## config.mk

```make
export PLATFORM = sky130hd
export DESIGN_NAME = rdsep_mode_seq
export DESIGN_NICKNAME = d
export VERILOG_FILES = /design/src/rtl/rdsep_pkg.sv /design/src/rtl/rdsep_pre_cnt.sv /design/src/rtl/rdsep_fill_gen.sv /design/src/rtl/rdsep_out_dec.sv /design/src/rtl/rdsep_mode_seq.sv
export SDC_FILE = /design/constraint.sdc
export NUM_CORES = 1
export LEC_CHECK = 0
export ABC_AREA = 1
export BUFFER_PORTS_ARGS = -buffer_cell sky130_fd_sc_hd__buf_4
export CORE_MARGIN = 2
export CORE_UTILIZATION = 40
export DETAILED_ROUTE_END_ITERATION = 10
export SLEW_MARGIN = 20
export SYNTH_ARGS = -nofsm -noshare
export SYNTH_HDL_FRONTEND = slang
export SYNTH_SLANG_ARGS = --single-unit
```

## constraint.sdc

```tcl
create_clock -name clk_i -period 4.1 [get_ports clk_i]
set_input_delay 1.23 -clock clk_i [delete_from_list [all_inputs] [get_ports clk_i]]
set_output_delay 1.23 -clock clk_i [all_outputs]
set_load 0.005 [all_outputs]
```

## src/rtl/rdsep_pkg.sv

```systemverilog
package rdsep_pkg;
  typedef enum logic [2:0] {
    ST_OFF  = 3'd0,  // gate closed
    ST_REF  = 3'd1,  // gate open, on reference
    ST_HIGH = 3'd2,  // data lock, high gain, outputs held
    ST_OPEN = 3'd3,  // data lock, high gain, outputs enabled
    ST_LOW  = 3'd4   // data lock, low gain
  } seq_st_e;
endpackage

```

## src/rtl/rdsep_pre_cnt.sv

```systemverilog
module rdsep_pre_cnt #(
  parameter int MAX = 16,
  localparam int W = $clog2(MAX + 1)
) (
  input  logic         clk_i,
  input  logic         rst_ni,
  input  logic         clr_i,
  input  logic         inc_i,
  output logic [W-1:0] cnt_o
);
  localparam logic [W-1:0] TOP = W'(MAX);

  always_ff @(posedge clk_i or negedge rst_ni) begin
    if (!rst_ni)                 cnt_o <= '0;
    else if (clr_i)              cnt_o <= '0;
    else if (inc_i && cnt_o != TOP) cnt_o <= cnt_o + 1'b1;
  end

  p_sat_r7: assert property (@(posedge clk_i) disable iff (!rst_ni)
    cnt_o <= TOP);
  p_clr_r7: assert property (@(posedge clk_i) disable iff (!rst_ni)
    clr_i |=> cnt_o == '0);
endmodule

```

## src/rtl/rdsep_fill_gen.sv

```systemverilog
module rdsep_fill_gen #(
  parameter int          FILL_W  = 8,
  parameter logic [FILL_W-1:0] MFM_PAT = 8'h4E,
  parameter logic [FILL_W-1:0] FM_PAT  = 8'hFF,
  localparam int IW = $clog2(FILL_W)
) (
  input  logic clk_i,
  input  logic rst_ni,
  input  logic active_i,
  input  logic step_i,
  input  logic mfm_i,
  output logic bit_o
);
  localparam logic [IW-1:0] LAST = IW'(FILL_W - 1);
  logic [IW-1:0]     idx_q;
  logic [FILL_W-1:0] pat;

  always_ff @(posedge clk_i or negedge rst_ni) begin
    if (!rst_ni)       idx_q <= '0;
    else if (!active_i) idx_q <= '0;
    else if (step_i)   idx_q <= (idx_q == LAST) ? '0 : idx_q + 1'b1;
  end

  assign pat   = mfm_i ? MFM_PAT : FM_PAT;
  assign bit_o = pat[LAST - idx_q];

  p_fill_hold_r9: assert property (@(posedge clk_i) disable iff (!rst_ni)
    (active_i && !step_i) |=> $stable(idx_q) || !$past(active_i));
endmodule

```

## src/rtl/rdsep_out_dec.sv

```systemverilog
module rdsep_out_dec
  import rdsep_pkg::*;
(
  input  seq_st_e st_i,
  input  logic    four_i,
  input  logic    nrz_ready_i,
  output logic    high_gain_o,
  output logic    lock_data_o,
  output logic    pf_comp_o,
  output logic    rdo_en_o,
  output logic    nrz_en_o,
  output logic    fill_active_o,
  output logic    oe_o
);
  always_comb begin
    high_gain_o   = 1'b1;
    lock_data_o   = 1'b0;
    pf_comp_o     = 1'b1;
    rdo_en_o      = 1'b0;
    nrz_en_o      = 1'b0;
    fill_active_o = 1'b0;
    oe_o          = 1'b1;
    unique case (st_i)
      ST_OFF:  oe_o = 1'b0;
      ST_REF:  fill_active_o = four_i;
      ST_HIGH: begin
        lock_data_o   = 1'b1;
        pf_comp_o     = 1'b0;
        fill_active_o = 1'b1;
      end
      ST_OPEN: begin
        lock_data_o = 1'b1;
        pf_comp_o   = 1'b0;
        rdo_en_o    = 1'b1;
        nrz_en_o    = 1'b1;
      end
      ST_LOW: begin
        high_gain_o = 1'b0;
        lock_data_o = 1'b1;
        pf_comp_o   = 1'b0;
        rdo_en_o    = 1'b1;
        nrz_en_o    = four_i | nrz_ready_i;
      end
      default: oe_o = 1'b0;
    endcase
  end
endmodule

```

## src/rtl/rdsep_mode_seq.sv

```systemverilog
module rdsep_mode_seq
  import rdsep_pkg::*;
#(
  parameter int LOCK_CELLS = 8,
  parameter int OPEN_CELLS = 16,
  parameter int NRZ_DELAY  = 8,
  parameter int FILL_W     = 8,
  parameter logic [FILL_W-1:0] MFM_PAT = 8'h4E,
  parameter logic [FILL_W-1:0] FM_PAT  = 8'hFF
) (
  input  logic clk_i,
  input  logic rst_ni,
  input  logic rd_gate_i,
  input  logic four_state_i,
  input  logic mfm_i,
  input  logic cell_stb_i,
  input  logic data_pulse_i,
  input  logic pre_seen_i,
  output logic high_gain_o,
  output logic lock_data_o,
  output logic pf_comp_o,
  output logic rdo_en_o,
  output logic nrz_en_o,
  output logic fill_active_o,
  output logic fill_bit_o,
  output logic out_oe_o
);
  localparam int CNT_MAX = (OPEN_CELLS > NRZ_DELAY) ? OPEN_CELLS : NRZ_DELAY;
  localparam int CNT_W   = $clog2(CNT_MAX + 1);
  localparam logic [CNT_W-1:0] LOCK_M1 = CNT_W'(LOCK_CELLS - 1);
  localparam logic [CNT_W-1:0] OPEN_M1 = CNT_W'(OPEN_CELLS - 1);
  localparam logic [CNT_W-1:0] NRZ_N   = CNT_W'(NRZ_DELAY);

  seq_st_e          st_q, st_d;
  logic             mode_q;
  logic [CNT_W-1:0] cnt;
  logic             cnt_clr, cnt_inc, pre_cell, miss_cell;

  assign pre_cell  = cell_stb_i & pre_seen_i;
  assign miss_cell = cell_stb_i & ~pre_seen_i;

  always_comb begin
    st_d = st_q;
    if (!rd_gate_i) st_d = ST_OFF;
    else begin
      unique case (st_q)
        ST_OFF: st_d = ST_REF;
        ST_REF: begin
          if (!mode_q) begin
            if (data_pulse_i) st_d = ST_LOW;
          end else if (pre_cell && cnt == LOCK_M1) st_d = ST_HIGH;
        end
        ST_HIGH: begin
          if (miss_cell) st_d = ST_REF;
          else if (pre_cell && cnt == OPEN_M1) st_d = ST_OPEN;
        end
        ST_OPEN: if (miss_cell) st_d = ST_LOW;
        ST_LOW:  st_d = ST_LOW;
        default: st_d = ST_OFF;
      endcase
    end
  end

  always_ff @(posedge clk_i or negedge rst_ni) begin
    if (!rst_ni) begin
      st_q   <= ST_OFF;
      mode_q <= 1'b0;
    end else begin
      st_q <= st_d;
      if (st_q == ST_OFF && rd_gate_i) mode_q <= four_state_i;
    end
  end

  // four-state: run of preamble cells; two-state: cells since data lock
  always_comb begin
    if (mode_q) begin
      cnt_clr = ~rd_gate_i | miss_cell;
      cnt_inc = pre_cell;
    end else begin
      cnt_clr = ~rd_gate_i | (st_q != ST_LOW);
      cnt_inc = cell_stb_i;
    end
  end

  rdsep_pre_cnt #(.MAX(CNT_MAX)) u_cnt (
    .clk_i  (clk_i),
    .rst_ni (rst_ni),
    .clr_i  (cnt_clr),
    .inc_i  (cnt_inc),
    .cnt_o  (cnt)
  );

  rdsep_out_dec u_dec (
    .st_i          (st_q),
    .four_i        (mode_q),
    .nrz_ready_i   (cnt >= NRZ_N),
    .high_gain_o   (high_gain_o),
    .lock_data_o   (lock_data_o),
    .pf_comp_o     (pf_comp_o),
    .rdo_en_o      (rdo_en_o),
    .nrz_en_o      (nrz_en_o),
    .fill_active_o (fill_active_o),
    .oe_o          (out_oe_o)
  );

  rdsep_fill_gen #(.FILL_W(FILL_W), .MFM_PAT(MFM_PAT), .FM_PAT(FM_PAT)) u_fill (
    .clk_i    (clk_i),
    .rst_ni   (rst_ni),
    .active_i (fill_active_o),
    .step_i   (cell_stb_i),
    .mfm_i    (mfm_i),
    .bit_o    (fill_bit_o)
  );

  p_idle_ref_r1: assert property (@(posedge clk_i) disable iff (!rst_ni)
    !rd_gate_i |=> (!lock_data_o && high_gain_o && pf_comp_o && !rdo_en_o && !out_oe_o));
  p_mode_hold_r2: assert property (@(posedge clk_i) disable iff (!rst_ni)
    (st_q != ST_OFF && rd_gate_i) |=> $stable(mode_q));
  p_low_hold_r8: assert property (@(posedge clk_i) disable iff (!rst_ni)
    (!high_gain_o && rd_gate_i) |=> !high_gain_o);
  p_nrz_needs_rdo_r6: assert property (@(posedge clk_i) disable iff (!rst_ni)
    nrz_en_o |-> rdo_en_o && lock_data_o);
  p_fill_excl_r9: assert property (@(posedge clk_i) disable iff (!rst_ni)
    fill_active_o |-> !rdo_en_o && !nrz_en_o);
  p_lock_step_r5: assert property (@(posedge clk_i) disable iff (!rst_ni)
    (st_q == ST_REF && mode_q && rd_gate_i && pre_cell && cnt == LOCK_M1) |=> lock_data_o && high_gain_o);
endmodule

```

==> impl_results.md, run 1 <==
- Fin crit share: between 60% and 70%
- Vias: about 800
- Routed Antenna Nets: 0
- Switching Fraction: 41.5%
- Post-synth EDFFs: 0
- PwrDens: between 500 and 600 mW/mm²
- Fin Setup TNS: 0 ns
- Sequential Power Share: around a third
- H-tree Lvls: 1
- Final hold violations: 0
- Max VDD drop: around 0.31 mV
- Worst min-delay path category: register to register
- Share of the synthesized area in the top cell type: about 37%
- Starting density of the core: between 40% and 50%
- Synth unique cells: 16
- Sw Pwr: around 0.00023 W
- Rel. slew slack: 79.7%
- CTS tree: done
- Synthesis Warnings: 0
- Design Power: ~0.00055 W
- Status: complete, no violations
- Largest net degree at the start of global routing: 13
- RSZ-0062 raised after global routing: no
- Fmax: ~0.36 GHz
- Number of buffers created by CTS: 3
- DR WL/cell: 10.2 µm
- Clk pin slew, worst setup/hold paths: 0.08 ns
- Synthesized cell area: 816 µm²
- Main synth FF type: dfrtp_1
- P_leak: 0.550 nW
- Post-CTS resize count: 0
- CTS sink cnt: 12
- Min Clock Period, post-route: ~2.8 ns
- Buffers on Ports: 15
- Synth top area cells: dfrtp_1 37%, nand2_1 15%, inv_1 9.2%, ha_1 7.7%, nor2_1 7.4%
- Setup Skew: between 0.004 and 0.005 ns
- Post-Synthesis Cells: between 100 and 150
- Initial antenna violation count: 0
- Worst path arrival time: between 1.5 and 2 ns
- Area leader, netlist: dfrtp_1
- Total setup buffers inserted after CTS: 0
- Pre-antenna DRT Iters: 4
- Cell with the most instances after synthesis: nand2_1
- Total GRT Usage: between 15 and 20%
- Seq/Total Area, Yosys: a little under two fifths
- Clock group share of total power: between 15 and 20%
- Grt ovf: 0
- Top cells by count, synth: 33 x nand2_1, 20 x inv_1, 16 x nor2_1
- Placer Congestion: ~0.81
- Crit start category: input pin
- Max-Cap Viols: 0
- Drt via density: around 4.7
- Worst R2R Path Depth: 11
- Proportion of layout cells with a drive suffix above 1: a little under a fifth
- Syn Nets: roughly 140
- CP Data Required Time: roughly 2.9 ns
- Crit. End Element: primary output
- Worst-Margin Slew: approximately 0.30 ns
- Die Width: about 49 µm
- Final nets: between 150 and 200
- Hold Buf Count CTS: 0
- Comb power frac: 49.7%
- Fin. max-slew vios: 0
- CP max FO: 1
- WHS Path Cells: 2
- N_diodes: 0
- Area of the core: slightly below 0.002 mm²
- Routed WL: roughly 1700 µm
- Vias in the first global route: about 730
- I/O pins: 16
- DIE HEIGHT: 49.2 µm
- Root buffer cell: clkbuf_4
- Later-pin clock latency in the skew report: ~0.27 ns
- Layout area overhead: 22.4%
- Post-detail-place hpwl: around 1400 µm
- First-pass GRT wire length: around 3100 µm
- Fill cells: ~210
- Endpoints failing setup: 0
- Synth async-reset ratio: between 90% and 100%
- Flops & latches, synth: 12
- Total internal power: approximately 0.00032 W
- Total Die Area: 0.00242 mm²
- Post-Syn Area per Cell: 6.63 µm²
- CTS max path bufs: 2
- Row count: 16
- DR DRC count: 0
- Crit Path Class: input pin to primary output
- Initial DRC count: 15
## cell families after synthesis
group                      share of synthesized area (%)
and+or+nand+nor                                     35.1
buffers and inverters                               11.0
AOI/OAI and AO/OA                                   8.28
DFF                                                 36.8
adders and majority gates                           7.67
xor gates and xnor gates                            1.07
## layer usage
metal | GRT usage (%) | routed length [µm] | up-vias
met3 | 5.83 | 93 | 2
met4 | 2.86 | 13 | 0
li1 | - | - | 418
met5 | 0 | 0 | -
met2 | 26.4 | 776 | 18
met1 | 21.5 | 837 | 363
## through the flow
stage          instance area, µm²  instances  utilization, %  setup slack (ns)  hold slack, ns
3_3_place_gp                  962        165            49.5              1.33           0.523
3_5_place_dp                  962        165            49.5              1.32           0.522
6_report                      998        169            51.4              1.32           0.536
5_1_grt                       998        169            51.4              1.20           0.571
4_1_cts                       998        169            51.4              1.32           0.540
2_1_floorplan                 816        123               -              1.56           0.492
## worst max-delay path, cell delays in order
cell and delay (ns):
buf_4 0.11, o211ai_1 0.08, buf_4 0.13
## cell usage in the layout, fill, tap and decap left out, types with 2 or more instances in the layout
cell	instances
nor2_1	16
nand4_1	2
inv_2	4
a21oi_1	7
dfrtp_1	12
nor3_1	4
nand3_1	9
inv_1	20
nand2_1	33
ha_1	5
clkbuf_4	3
nor2_2	3
buf_4	15
o21ai_0	4
## sequential cells by signal (all words and copies together) (netlist names)
| register | count |
|---|---|
| u_cnt.cnt_o | 5 |
| st_q | 3 |
| u_fill.idx_q | 3 |
| mode_q | 1 |
## path summary, 6_finish.rpt
kind	start	endpoint	slack [ns]
min reg2reg	u_cnt.cnt_o[0]$_DFFE_PN0P_	u_cnt.cnt_o[0]$_DFFE_PN0P_	0.54
max in group asynchronous	rst_ni	u_cnt.cnt_o[2]$_DFFE_PN0P_	3.16
max reg2reg	u_cnt.cnt_o[1]$_DFFE_PN0P_	st_q[0]$_DFFE_PN0P_	2.56
min	u_cnt.cnt_o[0]$_DFFE_PN0P_	u_cnt.cnt_o[0]$_DFFE_PN0P_	0.54
max	mfm_i	fill_bit_o	1.32
min in group asynchronous	rst_ni	st_q[1]$_DFFE_PN0P_	0.78
## power groups by stage
stage               Combinational [W]  Sequential [W]  Clock (W)
global placement             0.000275        0.000187          0
global route                 0.000316        0.000191   0.000105
CTS                          0.000279        0.000184  0.0000984
floorplan                    0.000166        0.000177          0
finish                       0.000275        0.000184  0.0000944
detailed placement           0.000279        0.000187          0
## cell type report
class	instances	area (µm²)	share of cell area, %
clock buffers	4	36.3	3.63
inverters	24	90.1	9.02
multi-input cells	87	425	42.6
flip-flops and latches	12	300	30.1
well taps	27	33.8	3.38
repair buffers	15	113	11.3
(Power assumes the default switching activity.)
==> run 2: changes to the inputs <==
- clock period: 4.1 -> 2.5 ns (I/O delays scaled with it)
==> run 2 against run 1 <==
Effect of this change: core utilization unchanged; clock skew up 0.00066 ns; sequential power increased by 63%; clock-buffer cell count is the same; sequential share of layout area unchanged; critical path type is now register to primary output; highest routed layer unchanged.
==> impl_results.md, run 2 (synthesized netlist as in run 1, its figures left out) <==
- Grt ovf: 0 (unchanged)
- Flop-to-flop setup slack: 0.98 ns (was 2.56 ns)
- Proportion of layout cells with a drive suffix above 1: 19.0% (unchanged)
- Endpoints failing setup: 0 (unchanged)
- Fin crit share: about 89%
- Final nets: 156 (unchanged)
- DR WL/cell: 10.1 µm (was 10.2 µm)
- Layout area overhead: 22.4% (unchanged)
- Vias in the first global route: 726 (was 725)
- Largest registers: u_cnt.cnt_o (5), st_q (3), u_fill.idx_q (3) (unchanged)
- FF-to-FF Start: u_cnt.cnt_o[0]$_DFFE_PN0P_ (was u_cnt.cnt_o[1]$_DFFE_PN0P_)
- Total Die Area: 0.00242 mm² (unchanged)
- Pre-antenna DRT Iters: 4 (unchanged)
- Die Width: 49.2 µm (unchanged)
- Fill cells: 204 (was 209)
- Multi-input gate area: 425 µm² (unchanged)
- Max FFs per register: 5 (unchanged)
- Setup WS pre-CTS: 0.597 ns (was 1.32 ns)
- CTS max path bufs: 2 (unchanged)
- Fin Setup TNS: 0 ns (unchanged)
- Worst setup margin: 0.271 ns (was 1.32 ns)
- Final hold violations: 0 (unchanged)
- Hold Buf Count CTS: 0 (unchanged)
- Number of buffers created by CTS: 3 (unchanged)
- Crit start category: register (was input pin)
- Most frequent cells in the layout: 33 x nand2_1, 20 x inv_1, 16 x nor2_1 (unchanged)
- Worst R2R Path Depth: 11 (unchanged)
- Area of the core: 0.00194 mm² (unchanged)
- Crit Path Class: register to primary output (was input pin to primary output)
- Total GRT Usage: 16.0% (was 16.4%)
- Top reg by flops: u_cnt.cnt_o (unchanged)
- Critical Path Sink: out_oe_o (was fill_bit_o)
- Drt via density: 4.72 (was 4.74)
- Initial DRC count: 25 (was 15)
- Vias: 798 (was 801)
- RSZ-0062 raised after global routing: no (unchanged)
- CP Data Required Time: 1.75 ns (was 2.87 ns)
- Buffers on Ports: 15 (unchanged)
- Worst path arrival time: 1.48 ns (was 1.55 ns)
- PwrDens: 906 mW/mm² (was 555 mW/mm²)
- Max VDD drop: 0.578 mV (was 0.309 mV)
- Later-pin clock latency in the skew report: 0.27 ns (about the same)
- Register area: 300 µm² (unchanged)
- Placer Congestion: 0.846 (was 0.814)
- GR Util met3: 3.07% (was 5.83%)
- M2 GR Usage: 23.9% (was 26.4%)
- Clk pin slew, worst setup/hold paths: 0.08 ns (about the same)
- First-pass GRT wire length: 2980 µm (was 3060 µm)
- Crit. Startpoint: st_q[2]$_DFFE_PN0P_ (was mfm_i)
- Most common cell after layout, fill and taps aside: nand2_1 (unchanged)
- Status: complete, no violations (unchanged)
- I/O pins: 16 (unchanged)
- P_leak: 0.550 nW (unchanged)
- CP max FO: 6 (was 1)
- Setup Skew: 0.00510 ns (was 0.00444 ns)
- Row count: 16 (unchanged)
- Worst-Margin Slew: 0.301 ns (was 0.305 ns)
- Grt met1 use: 22.2% (was 21.5%)
- DR DRC count: 0 (unchanged)
- Post-CTS resize count: 0 (unchanged)
- Routed WL: 1700 µm (was 1720 µm)
- Routed Antenna Nets: 0 (unchanged)
- Starting density of the core: 42.0% (unchanged)
- DIE HEIGHT: 49.2 µm (unchanged)
- Total setup buffers inserted after CTS: 0 (unchanged)
- Fin. max-slew vios: 0 (unchanged)
- H-tree Lvls: 1 (unchanged)
- Post-detail-place hpwl: 1370 µm (about the same)
- Largest net degree at the start of global routing: 13 (unchanged)
- CTS tree: done (unchanged)
- Root buffer cell: clkbuf_4 (unchanged)
- Layer with the highest usage: met2 (unchanged)
- Crit. End Element: primary output (unchanged)
- Worst min-delay path category: input pin to async pin (was register to register)
- Max-Cap Viols: 0 (unchanged)
- Reg2reg end: st_q[0]$_DFFE_PN0P_ (unchanged)
- N_diodes: 0 (unchanged)
- Min Clock Period, post-route: roughly 2.2 ns
- CTS sink cnt: 12 (unchanged)
- Initial antenna violation count: 0 (unchanged)
- Rel. slew slack: 80.0% (was 79.7%)
- Fmax: ~0.45 GHz
run 2: cell counts in the layout (fill, tap and decap cells not counted):
No cell type changed its count.
run 2: worst min path at each step:
stage,depth (start not counted),slack (ns),from,end
2_1_floorplan,0,0.45,rst_ni,mode_q$_DFFE_PN0P_
3_3_place_gp,2,0.53,u_cnt.cnt_o[0]$_DFFE_PN0P_,u_cnt.cnt_o[0]$_DFFE_PN0P_
3_5_place_dp,2,0.53,u_cnt.cnt_o[0]$_DFFE_PN0P_,u_cnt.cnt_o[0]$_DFFE_PN0P_
4_1_cts,1,0.30,rst_ni,mode_q$_DFFE_PN0P_
5_1_grt,1,0.30,rst_ni,mode_q$_DFFE_PN0P_
6_report,1,0.30,rst_ni,mode_q$_DFFE_PN0P_
run 2: routing by layer:
layer  part of all wire (%)  vias up  routed length (µm)
met5                      0        -                   0
met4                   0.82        0                  14
met3                    5.7        2                  97
met2                     44       20                 748
met1                     49      356                 842
li1                       -      420                   -
run 2: where the power goes:
part | switching [W] | internal, W
Sequential | 0.0000606 | 0.000239
Combinational | 0.000248 | 0.000203
Clock | 0.0000643 | 0.0000884
run 2: area by class of cell:
| cell class | count | share of cell area (%) |
|---|---|---|
| well taps | 27 | 3.38 |
| repair buffers | 15 | 11.3 |
| inverters | 24 | 9.02 |
| clock buffers | 4 | 3.63 |
| flip-flops and latches | 12 | 30.1 |
| multi-input cells | 87 | 42.6 |
run 2: worst max-delay path, cell delays in order (launching register included):
cell	delay, ns
dfrtp_1	0.44
inv_1	0.09
nand2_1	0.08
inv_1	0.05
nand2_1	0.08
nand2_1	0.10
nor2_2	0.13
o21ai_0	0.10
buf_4	0.14
run 2: metrics by stage:
step | cells | util, % | hold slack (ns) | instance area, µm² | power [W]
final | 169 | 51.4 | 0.304 | 998 | 0.000904
after global routing | 169 | 51.4 | 0.299 | 998 | 0.00100
after CTS | 169 | 51.4 | 0.296 | 998 | 0.000918
after detailed placement | 165 | 49.5 | 0.530 | 962 | 0.000756
after global placement | 165 | 49.5 | 0.527 | 962 | 0.000756
after floorplan | 123 | - | 0.454 | 816 | 0.000563
==> run 3: changes to the inputs <==
- CORE_MARGIN: 2 -> 3
- CORE_UTILIZATION: 40 -> 47
- PLACE_DENSITY: not set -> 0.72
- SKIP_LAST_GASP: not set -> 1
==> run 3 against run 2 <==
Effect of this change: register-to-register slack lost 0.06 ns; global-route usage increased by 3.2 points; power is 2.5% higher; flip-flop and latch count is the same; worst hold slack got worse by 0.0088 ns; wire length is 8.9% higher; final cell count shrank 6.5%; clock-buffer cell count unchanged; combinational power grew 3%; highest routed layer unchanged.
==> impl_results.md, run 3 (synthesized netlist as in run 1, its figures left out) <==
- Worst setup margin: 0.221 ns (was 0.271 ns)
- RSZ-0062 raised after global routing: no (unchanged)
- GR Util met3: 3.38% (was 3.07%)
- Pre-antenna DRT Iters: 4 (unchanged)
- Final hold violations: 0 (unchanged)
- Most frequent cells in the layout: 33 x nand2_1, 20 x inv_1, 16 x nor2_1 (unchanged)
- Worst path slowest cell: dfrtp_2 (was dfrtp_1)
- N_diodes: 0 (unchanged)
- Total internal power: 0.000533 W (was 0.000531 W)
- Min Clock Period, post-route: 2.28 ns (was 2.23 ns)
- DR DRC count: 0 (unchanged)
- Fin Setup TNS: 0 ns (unchanged)
- Routed WL: 1850 µm (was 1700 µm)
- Fill cells: 152 (was 204)
- I/O pins: 16 (unchanged)
- Total Die Area: 0.00227 mm² (was 0.00242 mm²)
- Layout area overhead: 20.9% (was 22.4%)
- Status: complete, no violations (unchanged)
- Later-pin clock latency in the skew report: 0.28 ns (was 0.27 ns)
- CP Data Required Time: 1.75 ns (about the same)
- Max-Cap Viols: 0 (unchanged)
- Flop-to-flop setup slack: 0.92 ns (was 0.98 ns)
- Area of the core: 0.00158 mm² (was 0.00194 mm²)
- Max VDD drop: 0.768 mV (was 0.578 mV)
- FF-to-FF Start: u_cnt.cnt_o[1]$_DFFE_PN0P_ (was u_cnt.cnt_o[0]$_DFFE_PN0P_)
- Switching Fraction: 42.5% (was 41.3%)
- CP most frequent cell: nand2_1 (unchanged)
- Rel. slew slack: 80.4% (was 80.0%)
- Row count: 14 (was 16)
- Total GRT Usage: 19.1% (was 16.0%)
- Final nets: 156 (unchanged)
- CP max FO: 6 (unchanged)
- Buffers on Ports: 15 (unchanged)
- Top reg by flops: u_cnt.cnt_o (unchanged)
- Number of buffers created by CTS: 3 (unchanged)
- Grt ovf: 0 (unchanged)
- Largest net degree at the start of global routing: 13 (unchanged)
- CTS sink cnt: 12 (unchanged)
- Reg2reg end: st_q[0]$_DFFE_PN0P_ (unchanged)
- H-tree Lvls: 1 (unchanged)
- Max FFs per register: 5 (unchanged)
- Proportion of layout cells with a drive suffix above 1: 19.7% (was 19.0%)
- Initial antenna violation count: 0 (unchanged)
- CTS tree: done (unchanged)
- Comb power frac: 50.3% (was 50.0%)
- Setup WS pre-CTS: 0.571 ns (was 0.597 ns)
- M2 GR Usage: 32.6% (was 23.9%)
- Fin util: 62.5% (was 51.4%)
- Clock group share of total power: 17.1% (was 16.9%)
- Crit-path cells: inv_1 -> nand2_1 -> inv_1 -> nand2_1 -> nand2_1 -> nor2_2 -> o21ai_0 -> buf_4 (unchanged)
- CTS max path bufs: 2 (unchanged)
- Worst path arrival time: 1.53 ns (was 1.48 ns)
- Total setup buffers inserted after CTS: 0 (unchanged)
- Clk pin slew, worst setup/hold paths: 0.08 ns (about the same)
- DIE HEIGHT: 47.7 µm (was 49.2 µm)
- Crit. End Element: primary output (unchanged)
- PwrDens: 940 mW/mm² (was 906 mW/mm²)
- CP top delay family: flip-flops (unchanged)
- Placer Congestion: 0.928 (was 0.846)
- Grt met1 use: 23.2% (was 22.2%)
- Worst-Margin Slew: 0.293 ns (was 0.301 ns)
- Worst min-delay path category: input pin to async pin (unchanged)
- Root buffer cell: clkbuf_4 (unchanged)
- Worst R2R Path Depth: 11 (unchanged)
- Routed Antenna Nets: 0 (unchanged)
- Die Width: 47.7 µm (was 49.2 µm)
- Setup Skew: 0.00217 ns (was 0.00510 ns)
- Vias in the first global route: 731 (was 726)
- DR WL/cell: 11.7 µm (was 10.1 µm)
- CP max stage delay: 0.42 ns (was 0.44 ns)
- Initial DRC count: 37 (was 25)
- First-pass GRT wire length: 3000 µm (was 2980 µm)
- Crit start category: register (unchanged)
- Largest registers: u_cnt.cnt_o (5), st_q (3), u_fill.idx_q (3) (unchanged)
- Post-detail-place hpwl: 1440 µm (was 1370 µm)
- Starting density of the core: 51.7% (was 42.0%)
- P_leak: 0.548 nW (was 0.550 nW)
- Layer with the highest usage: met2 (unchanged)
- Drt via density: 5.26 (was 4.72)
- Vias: 831 (was 798)
- Buf/Inv on CP: 3 (unchanged)
- Sequential Power Share: 32.7% (was 33.2%)
- Crit Path Class: register to primary output (unchanged)
- Fmax: 0.439 GHz (was 0.449 GHz)
- Fin crit share: 91.2% (was 89.2%)
- Sw Pwr: 0.000394 W (was 0.000373 W)
- Fin. max-slew vios: 0 (unchanged)
- Most common cell after layout, fill and taps aside: nand2_1 (unchanged)
- Endpoints failing setup: 0 (unchanged)
## run 3: cell types whose count changed in the layout (fill, tap and decap cells not counted)
cell     change
dfrtp_2      +1
dfrtp_1      -1
## run 3: worst max-delay path by stage
stage / to / slack, ns / start / cells past startpoint
floorplan: out_oe_o / 0.78 / st_q[2]$_DFFE_PN0P_ / 7
finish: out_oe_o / 0.22 / st_q[2]$_DFFE_PN0P_ / 8
global placement: out_oe_o / 0.61 / st_q[2]$_DFFE_PN0P_ / 8
global route: out_oe_o / 0.07 / st_q[2]$_DFFE_PN0P_ / 8
detailed placement: out_oe_o / 0.57 / st_q[2]$_DFFE_PN0P_ / 8
CTS: out_oe_o / 0.19 / st_q[2]$_DFFE_PN0P_ / 8
## run 3: per-stage QoR
stage          cell area (µm²)  hold WS, ns  cells  power (W)
6_report                   986        0.295    158   0.000927
5_1_grt                    986        0.291    158    0.00101
4_1_cts                    985        0.304    158   0.000928
3_5_place_dp               948        0.528    154   0.000762
3_3_place_gp               948        0.512    154   0.000750
2_1_floorplan              816        0.454    123   0.000563
## run 3: final cells by class
class	instances	area (µm²)	share of cell area, %
sequential	12	302	30.6
multi-input combinational	87	425	43.1
clock buffer	4	36.3	3.68
inverter	24	90.1	9.14
timing repair buffer	15	113	11.4
tap	16	20.0	2.03
## run 3: what timing repair did
item | CTS | global route
setup endpoints to repair | 0 | 1
hold buffers | 0 | 0
gates resized for setup | 0 | 1
## run 3: power groups by stage
stage          sequential, W  combinational, W  clock (W)
2_1_floorplan       0.000290          0.000273          0
3_3_place_gp        0.000302          0.000448          0
3_5_place_dp        0.000304          0.000458          0
4_1_cts             0.000301          0.000466   0.000161
5_1_grt             0.000312          0.000526   0.000172
6_report            0.000303          0.000466   0.000158
## run 3: routing by layer
layer | routed length [µm] | part of all wire (%)
met5 | 0 | 0
met2 | 914 | 49
met1 | 794 | 43
met4 | 36 | 1.9
met3 | 109 | 5.9
